### src/rtl/brc_pkg.sv
// Shared field layout for the branch condition code.
// Assumes a 5-bit code whose bit positions are fixed by the instruction encoding.
package brc_pkg;

    localparam int COND_W = 5;

    // Packed layout: first member is bit 4, last member is bit 0.
    typedef struct packed {
        logic sel_n;        // [4] 0: test C, 1: test N
        logic need_f_set;   // [3] selected flag must be 1
        logic need_f_clr;   // [2] selected flag must be 0
        logic need_z_set;   // [1] Z must be 1
        logic need_z_clr;   // [0] Z must be 0
    } cond_t;

endpackage

### src/rtl/brc_cond_eval.sv
// Decides whether a branch condition holds for the given flags.
// Purely combinational. Each enabled test is a requirement, and the result
// is their AND, so a code that enables no test always passes.
module brc_cond_eval
    import brc_pkg::*;
(
    input  cond_t cc,
    input  logic  flag_z,
    input  logic  flag_n,
    input  logic  flag_c,
    output logic  hit
);

    logic sel_flag;
    logic z_ok;
    logic f_ok;

    // Pick the second flag under test.
    assign sel_flag = cc.sel_n ? flag_n : flag_c;

    // Each side passes unless an enabled test disagrees with the flag.
    assign z_ok = !(cc.need_z_clr && flag_z) && !(cc.need_z_set && !flag_z);
    assign f_ok = !(cc.need_f_clr && sel_flag) && !(cc.need_f_set && !sel_flag);

    assign hit = z_ok && f_ok;

    // Guard the contradictory Z code and the unconditional code.
    always_comb begin
        if (cc.need_z_clr && cc.need_z_set) begin
            AST_Z_CONFLICT_NEVER: assert (!hit);
        end
        if (!cc.need_z_clr && !cc.need_z_set && !cc.need_f_clr && !cc.need_f_set) begin
            AST_NO_TEST_ALWAYS: assert (hit);
        end
    end

endmodule

### src/rtl/brc_target_calc.sv
// Forms the branch destination for both address forms.
// Relative: pc + INSN_BYTES + offset * INSN_BYTES, with a signed offset.
// Absolute: the register operand confined to ADDR_W bits and made even.
// Assumes OFS_W < XLEN and ADDR_W <= XLEN.
module brc_target_calc #(
    parameter int XLEN       = 32,
    parameter int ADDR_W     = 24,
    parameter int OFS_W      = 5,
    parameter int INSN_BYTES = 2
) (
    input  logic             abs_sel,
    input  logic [XLEN-1:0]  pc,
    input  logic [OFS_W-1:0] ofs,
    input  logic [XLEN-1:0]  reg_val,
    output logic [XLEN-1:0]  target
);

    localparam logic [XLEN-1:0] STEP = XLEN'(INSN_BYTES);

    logic [XLEN-1:0] ofs_sx;
    logic [XLEN-1:0] abs_mask;
    logic [XLEN-1:0] rel_tgt;
    logic [XLEN-1:0] abs_tgt;

    // Sign-extend the word offset, then scale it to bytes.
    assign ofs_sx  = {{(XLEN-OFS_W){ofs[OFS_W-1]}}, ofs} * STEP;
    assign rel_tgt = pc + STEP + ofs_sx;

    // Build the absolute-form mask; the variant depends on whether any upper bits exist.
    generate
        if (ADDR_W < XLEN) begin : g_narrow
            assign abs_mask = {{(XLEN-ADDR_W){1'b0}}, {(ADDR_W-1){1'b1}}, 1'b0};
        end else begin : g_full
            assign abs_mask = {{(XLEN-1){1'b1}}, 1'b0};
        end
    endgenerate

    assign abs_tgt = reg_val & abs_mask;

    // Select the form requested by the instruction.
    assign target = abs_sel ? abs_tgt : rel_tgt;

endmodule

### src/rtl/brc_slot_fsm.sv
// Sequences a taken branch through its single delay slot.
// Assumes insn_vld marks each executed instruction. A branch is only judged
// outside a slot; the first valid instruction after a taken branch closes
// the slot, and the redirect pulses on the following cycle.
module brc_slot_fsm #(
    parameter int XLEN = 32
) (
    input  logic            clk,
    input  logic            rst_n,
    input  logic            insn_vld,
    input  logic            br_req,
    input  logic            hit,
    input  logic [XLEN-1:0] target,
    output logic            taken_q,
    output logic            slot_q,
    output logic            redir_q,
    output logic [XLEN-1:0] addr_q
);

    logic judge;
    logic take;
    logic slot_done;

    // A branch counts only when executed outside a pending slot.
    assign judge     = insn_vld && br_req && !slot_q;
    assign take      = judge && hit;
    assign slot_done = slot_q && insn_vld;

    // Register the decision, the slot state, the redirect pulse and the destination.
    always_ff @(posedge clk) begin
        if (!rst_n) begin
            taken_q <= 1'b0;
            slot_q  <= 1'b0;
            redir_q <= 1'b0;
            addr_q  <= '0;
        end else begin
            taken_q <= take;
            redir_q <= slot_done;
            if (take) begin
                slot_q <= 1'b1;
                addr_q <= target;
            end else if (slot_done) begin
                slot_q <= 1'b0;
            end
        end
    end

    AST_TAKEN_OPENS_SLOT: assert property (@(posedge clk) disable iff (!rst_n)
        taken_q |-> slot_q);

    AST_SLOT_WAITS_BUBBLE: assert property (@(posedge clk) disable iff (!rst_n)
        slot_q && !insn_vld |=> slot_q && $stable(addr_q));

    AST_REDIR_ONE_SHOT: assert property (@(posedge clk) disable iff (!rst_n)
        redir_q |=> !redir_q);

    AST_REDIR_AFTER_SLOT: assert property (@(posedge clk) disable iff (!rst_n)
        redir_q |-> !slot_q && $past(slot_q));

    AST_NESTED_IGNORED: assert property (@(posedge clk) disable iff (!rst_n)
        slot_q && insn_vld && br_req |=> !taken_q && $stable(addr_q));

endmodule

### src/rtl/brc_unit.sv
// Top of the branch condition and delay-slot unit.
// Combines condition evaluation, destination forming and delay-slot
// sequencing; every output is registered. Fetch, decode and flag
// generation live elsewhere in the core.
module brc_unit #(
    parameter int XLEN       = 32,
    parameter int ADDR_W     = 24,
    parameter int OFS_W      = 5,
    parameter int INSN_BYTES = 2
) (
    input  logic                        clk,
    input  logic                        rst_n,
    input  logic                        insn_vld,
    input  logic                        br_req,
    input  logic                        br_abs,
    input  logic [brc_pkg::COND_W-1:0]  cond_code,
    input  logic                        flag_z,
    input  logic                        flag_n,
    input  logic                        flag_c,
    input  logic [XLEN-1:0]             br_pc,
    input  logic [OFS_W-1:0]            rel_ofs,
    input  logic [XLEN-1:0]             reg_val,
    output logic                        br_taken,
    output logic                        in_slot,
    output logic                        redirect,
    output logic [XLEN-1:0]             redirect_addr
);

    brc_pkg::cond_t  cc;
    logic            hit;
    logic [XLEN-1:0] target;

    // View the raw code through the field layout.
    assign cc = cond_code;

    brc_cond_eval u_cond (
        .cc     (cc),
        .flag_z (flag_z),
        .flag_n (flag_n),
        .flag_c (flag_c),
        .hit    (hit)
    );

    brc_target_calc #(
        .XLEN       (XLEN),
        .ADDR_W     (ADDR_W),
        .OFS_W      (OFS_W),
        .INSN_BYTES (INSN_BYTES)
    ) u_tgt (
        .abs_sel (br_abs),
        .pc      (br_pc),
        .ofs     (rel_ofs),
        .reg_val (reg_val),
        .target  (target)
    );

    brc_slot_fsm #(
        .XLEN (XLEN)
    ) u_seq (
        .clk      (clk),
        .rst_n    (rst_n),
        .insn_vld (insn_vld),
        .br_req   (br_req),
        .hit      (hit),
        .target   (target),
        .taken_q  (br_taken),
        .slot_q   (in_slot),
        .redir_q  (redirect),
        .addr_q   (redirect_addr)
    );

    AST_VLD_LOW_IGNORED: assert property (@(posedge clk) disable iff (!rst_n)
        !insn_vld |=> !br_taken);

    AST_FAIL_NO_SLOT: assert property (@(posedge clk) disable iff (!rst_n)
        !in_slot && !br_taken |-> !redirect || $past(in_slot));

endmodule

### config.mk
export PLATFORM = sky130hd
export DESIGN_NAME = brc_unit
export DESIGN_NICKNAME = d
export VERILOG_FILES = /design/src/rtl/brc_pkg.sv /design/src/rtl/brc_cond_eval.sv /design/src/rtl/brc_target_calc.sv /design/src/rtl/brc_slot_fsm.sv /design/src/rtl/brc_unit.sv
export SDC_FILE = /design/constraint.sdc
export NUM_CORES = 1
export LEC_CHECK = 0
export BUFFER_PORTS_ARGS = -buffer_cell sky130_fd_sc_hd__buf_2
export CAP_MARGIN = 10
export CELL_PAD_IN_SITES_DETAIL_PLACEMENT = 0
export CELL_PAD_IN_SITES_GLOBAL_PLACEMENT = 1
export CORE_ASPECT_RATIO = 1.4
export CORE_MARGIN = 2
export CORE_UTILIZATION = 34
export CTS_BUF_LIST = sky130_fd_sc_hd__clkbuf_8
export CTS_CLUSTER_DIAMETER = 100
export DETAILED_ROUTE_END_ITERATION = 8
export GPL_TIMING_DRIVEN = 0
export PLACE_DENSITY = 0.9
export SLEW_MARGIN = 20
export SYNTH_ARGS = -nofsm -noshare
export SYNTH_HDL_FRONTEND = slang
export SYNTH_SLANG_ARGS = --single-unit
### constraint.sdc
create_clock -name clk -period 2.9 [get_ports clk]
set_clock_uncertainty 0.15 [all_clocks]
set_input_delay 0.145 -clock clk [delete_from_list [all_inputs] [get_ports clk]]
set_output_delay 0.145 -clock clk [all_outputs]
set_load 0.01 [all_outputs]
== Word-level counts from Yosys, hierarchy flattened ==
Index checks and enable logic that the tools add are counted.
Word-level totals
  register bits after elaboration: 35
  word-level logic and storage cells: 29
  memories: 0
  output and inout bits: 35
  bits in latches: 0
  ROM bits: 0
  input port bits: 82
  RAM bits: 0
Operators by class
  mux-type cells: 4
  bitwise operators: 0
  $mul: 0
  equality and inequality tests: 0
  reduce and logical (&&, ||, !) cells: 19
  add/sub/neg operators: 2
  shift-type cells: 0
  div/mod/pow operators: 0
  $lt $le $gt $ge: 0
Operator list (count)
  32-bit by 2-bit adder with 32-bit output, second input constant: 1
  32-bit adder: 1
  32-bit 2-to-1 mux: 1
  1-bit logical AND: 11
  1-bit zero test: 7
  1-bit 2-to-1 mux: 3
  2-bit nonzero test: 1

== Longest topological paths before layout ==
  depth after elaboration: 8
  mapped depth: 12
  depth with buffers taken out: 12

== Hierarchy ==
A second synthesis with hierarchy kept.
Unflattened totals
  cell total of the unflattened synthesis: 504
  area total of the unflattened synthesis: 3943.8 µm²
Modules (own cells, without submodules)
  brc_target_calc: area each 2508.7 µm², sequential area each 0.0 µm², instances 1, cells an instance 353
  brc_slot_fsm: area each 1395.1 µm², sequential area each 700.7 µm², instances 1, cells an instance 147
  brc_cond_eval: area each 40.0 µm², sequential area each 0.0 µm², instances 1, cells an instance 4

== Least setup slack after synthesis ==
OpenSTA, ideal clock, no wires.
  path kind: input port to flip-flop
  from: in br_pc[2]
  to: reg u_seq.addr_q[28]
  setup time: 127 ps
  buffers on the path: 0
  arrival: 2447 ps
  required time: 2623 ps
  stages: 10
  setup slack: 176 ps
  cells stage by stage: ha_1 ha_1 fa_1 a21o_1 a221o_1 a311o_1 a31oi_4 o31ai_1 xnor2_1 o21ai_1
On the way
  word-level cells in the longest chain between the ends: 3
RTL lines
  from (decl): RTL line brc_unit.sv:20  | input logic [XLEN-1:0] br_pc,
  32-bit by 2-bit adder with 32-bit output: RTL line brc_target_calc.sv:27  | assign rel_tgt = pc + STEP + ofs_sx;
  32-bit adder: RTL line brc_target_calc.sv:27
  32-bit 2-to-1 mux: RTL line brc_target_calc.sv:41  | assign target = abs_sel ? abs_tgt : rel_tgt;
  to (signal assigned): RTL line brc_slot_fsm.sv:41  | addr_q <= target;
  to (decl): RTL line brc_slot_fsm.sv:17  | output logic [XLEN-1:0] addr_q
No other way between the ends.
A chain may end at the register's enable or synchronous reset.

== Final worst setup path ==
Same ends and word-level chain as after synthesis.

==> impl_metrics.ini <==
[run_status]
status = finished clean

[layout]
drive_gt1_frac = 0.2341
nets = 692
final_common_cell = buf_2
final_cell_mix = 107 x buf_2, 58 x ha_1, 44 x nand2_1, 43 x a21oi_1, 35 x dfxtp_1
n_antenna_cell = 0
area_growth_pct = 26.30
multiInputGateArea_um2 = 2634
finish.utilization = 0.4382
regArea_um2 = 700.7
num-fill-cells = 1065

[synth]
yosys_register_bits = 35
synth_edf_count = 0
synth_top_area_frac = 0.2149
synthCells = 429
syn_nets = 571
netlist_area_um2 = 3435
synthTopCellsByArea = ha_1 21%, dfxtp_1 20%, a21oi_1 6.4%
yosys_warnings = 0
ys_types = 54
ys.flop_type = dfxtp_1
async_flop_share = 0
syn_avg_cell_area_um2 = 8.006
synth_area_leader_cell = ha_1
synth_seq_area_share = 0.2040

[cts]
path_clk_slew_ns = 0.07
cts.sinks = 35
htreeDepth = 2
clk_latency_ns = 0.29
max-clock-path-buffers = 2
cts-root-buf = clkbuf_8
numCtsBuffers = 5
cts_tree = done

[setup_path]
rr_worst_depth = 6
crit_type = in2reg
reg2reg_slack_ns = 0.67
slowest_stage = a311o_1
cp-start-kind = primary input
path_depth = 11
slowest_delay_ns = 0.46
path_buf_inv = 1
reg2reg_from = u_seq.slot_q
r2r-end = u_seq.addr_q[8]
cp_max_fo = 4
path_cells = buf_2 -> ha_1 -> ha_2 -> fa_2 -> a21o_1 -> a221o_1 -> a311o_1 -> a31oi_4 -> o31ai_2 -> xnor2_1 -> o21ai_1
crit_family = compound AO/OA/AOI/OAI gates
end_kind = flip-flop
crit_required_ns = 2.92
critPathCapture = u_seq.addr_q[28]
arrival_ns = 2.83
startpoint = br_pc[2]

[route]
num_vias = 3753
routed-wl-met3_um = 546
highest_layer = met4
first_pass_iters = 5
wirelength_met1_um = 4253
antenna_left = 0
finalWirelength_um = 10570
drt_iter0_drc = 183
routed_via_density = 5.471
route.detailed.drc = 0
wl_per_cell_um = 15.41
wl_met2_um = 5572

[pwr]
power.share.sequential = 0.298
p_switching_w = 0.0006264
powerDensity_nw_per_um2 = 392.4
leakagePower_nw = 2.101
irDropWorstVdd_uv = 181.7
clkPwrFrac = 0.270
intPower_w = 0.001076
power_frac_comb = 0.433
swShare = 0.3680
power.total_w = 0.001702

[timing]
slew_headroom = 0.5985
worst_slack_ns = 0.08677
hold_viol_final = 0
post-route-period-util = 0.9701
max_freq_mhz = 355.5
rsz0062_at_grt = false
min_period_ns = 2.813
finalSetupTns_ns = 0
slew_viol_final = 0
final-setup-viol-count = 0
worst_pin_slew_ns = 0.6023

[floorplan]
dieArea_um2 = 10930
rows = 43
die_w_um = 88.95
start_util = 0.3469
core-area_um2 = 9899
die_h_um = 122.9
io_pins = 117

[worst_hold_path]
hold_path.class = in2reg

[placement]
preCtsSetupSlack_ns = -0.4903
port_buffers = 107
place_hpwl_um = 8616
place.gp.congestion = 0.9306

[grt]
antenna_found_initial = 0
grt_overflow = 0
grt_pass1_wl_um = 16420
grt_use_total = 0.1881
grt_pass1_vias = 3453
grt_max_degree = 28

[flow_run]
timing.max_cap.violations = 0
-- repair_timing --
action / in CTS / in global routing
pin swaps: 0 / 7
hold buffers: 3 / 0
endpoints found under the setup margin: 9 / 7
resized for setup: 1 / 7
endpoints found under the hold margin: 3 / 0
setup buffers: 0 / 4
-- logic make-up after synthesis --
logic type / after synthesis / share of synthesized area
AND/OR/NAND/NOR: 130 / 0.1880
AO/OA/AOI/OAI: 142 / 0.2696
adder cells (fa/ha/maj): 60 / 0.2208
multiplexers: 8 / 0.02332
XOR/XNOR: 24 / 0.06120
flip-flops: 35 / 0.2040
buffers and inverters: 30 / 0.03315
-- per-stage QoR --
stage | instances | hold WS, ns | area (um^2)
5_1_grt | 686 | 0.02091 | 4338
6_report | 686 | 0.0006740 | 4338
2_1_floorplan | 429 | 0.1475 | 3435
3_5_place_dp | 671 | 0.2651 | 4139
4_1_cts | 682 | 0.003964 | 4289
3_3_place_gp | 671 | 0.2508 | 4139
-- synth_stat cells, types with 2 or more instances --
| master | instances |
|---|---|
| a211oi_1 | 2 |
| a21boi_0 | 3 |
| a21o_1 | 7 |
| a21oi_1 | 44 |
| a221o_1 | 3 |
| a221oi_1 | 2 |
| a311o_1 | 2 |
| a31oi_1 | 2 |
| a32oi_1 | 2 |
| and2_1 | 2 |
| and3_1 | 5 |
| and4_1 | 2 |
| clkbuf_1 | 19 |
| dfxtp_1 | 35 |
| ha_1 | 59 |
| inv_1 | 9 |
| mux2i_1 | 8 |
| nand2_1 | 44 |
| nand2b_1 | 6 |
| nand3_1 | 15 |
| nand3b_1 | 9 |
| nand4_1 | 8 |
| nor2_1 | 23 |
| nor2b_1 | 2 |
| nor3_1 | 5 |
| nor4_1 | 2 |
| o211a_1 | 6 |
| o211ai_1 | 13 |
| o21ai_0 | 14 |
| o21ai_1 | 22 |
| o21bai_1 | 3 |
| o31ai_1 | 4 |
| or3_1 | 4 |
| xnor2_1 | 12 |
| xor2_1 | 12 |
-- cell type report --
class                           instances  area share
Buffer                                 21     0.01875
Clock buffer                            6     0.01904
Clock inverter                          2    0.008076
Inverter                                9    0.007788
Multi-Input combinational cell        364      0.6072
Sequential cell                        35      0.1615
Tap cell                              135     0.03894
Timing Repair Buffer                  114      0.1387
-- how the worst min path moves through the flow --
stage                      startpoint          endpoint  cells after the start
after floorplan              insn_vld     u_seq.redir_q                      1
after global placement       insn_vld     u_seq.redir_q                      2
after detailed placement  reg_val[15]  u_seq.addr_q[15]                      3
after CTS                    br_pc[0]   u_seq.addr_q[0]                      3
after global routing       reg_val[5]   u_seq.addr_q[5]                      3
final                      reg_val[5]   u_seq.addr_q[5]                      3
-- power by group through the flow --
stage          sequential [W]  clock [W]  combinational [W]
2_1_floorplan        0.000524          0           0.000484
3_3_place_gp         0.000517          0           0.000703
3_5_place_dp         0.000517          0           0.000712
4_1_cts              0.000506   0.000463           0.000719
5_1_grt              0.000508   0.000478           0.000822
6_report             0.000507   0.000459           0.000737
-- state kept, by name (all words and copies together), names as in the netlist --
name / flops
u_seq.slot_q: 1
u_seq.redir_q: 1
u_seq.addr_q: 32
u_seq.taken_q: 1
-- tightest hold or removal path, stage by stage --
cell and delay (ns):
buf_2 0.08, a21oi_1 0.06, a21oi_1 0.12
-- metal layers --
layer	track usage	vias up
met2	0.3498	123
met1	0.2281	1762
met4	0.04478	0
met3	0.01936	14
li1	-	1854
met5	0	-
Note: power is estimated with default switching activity, not from simulation.
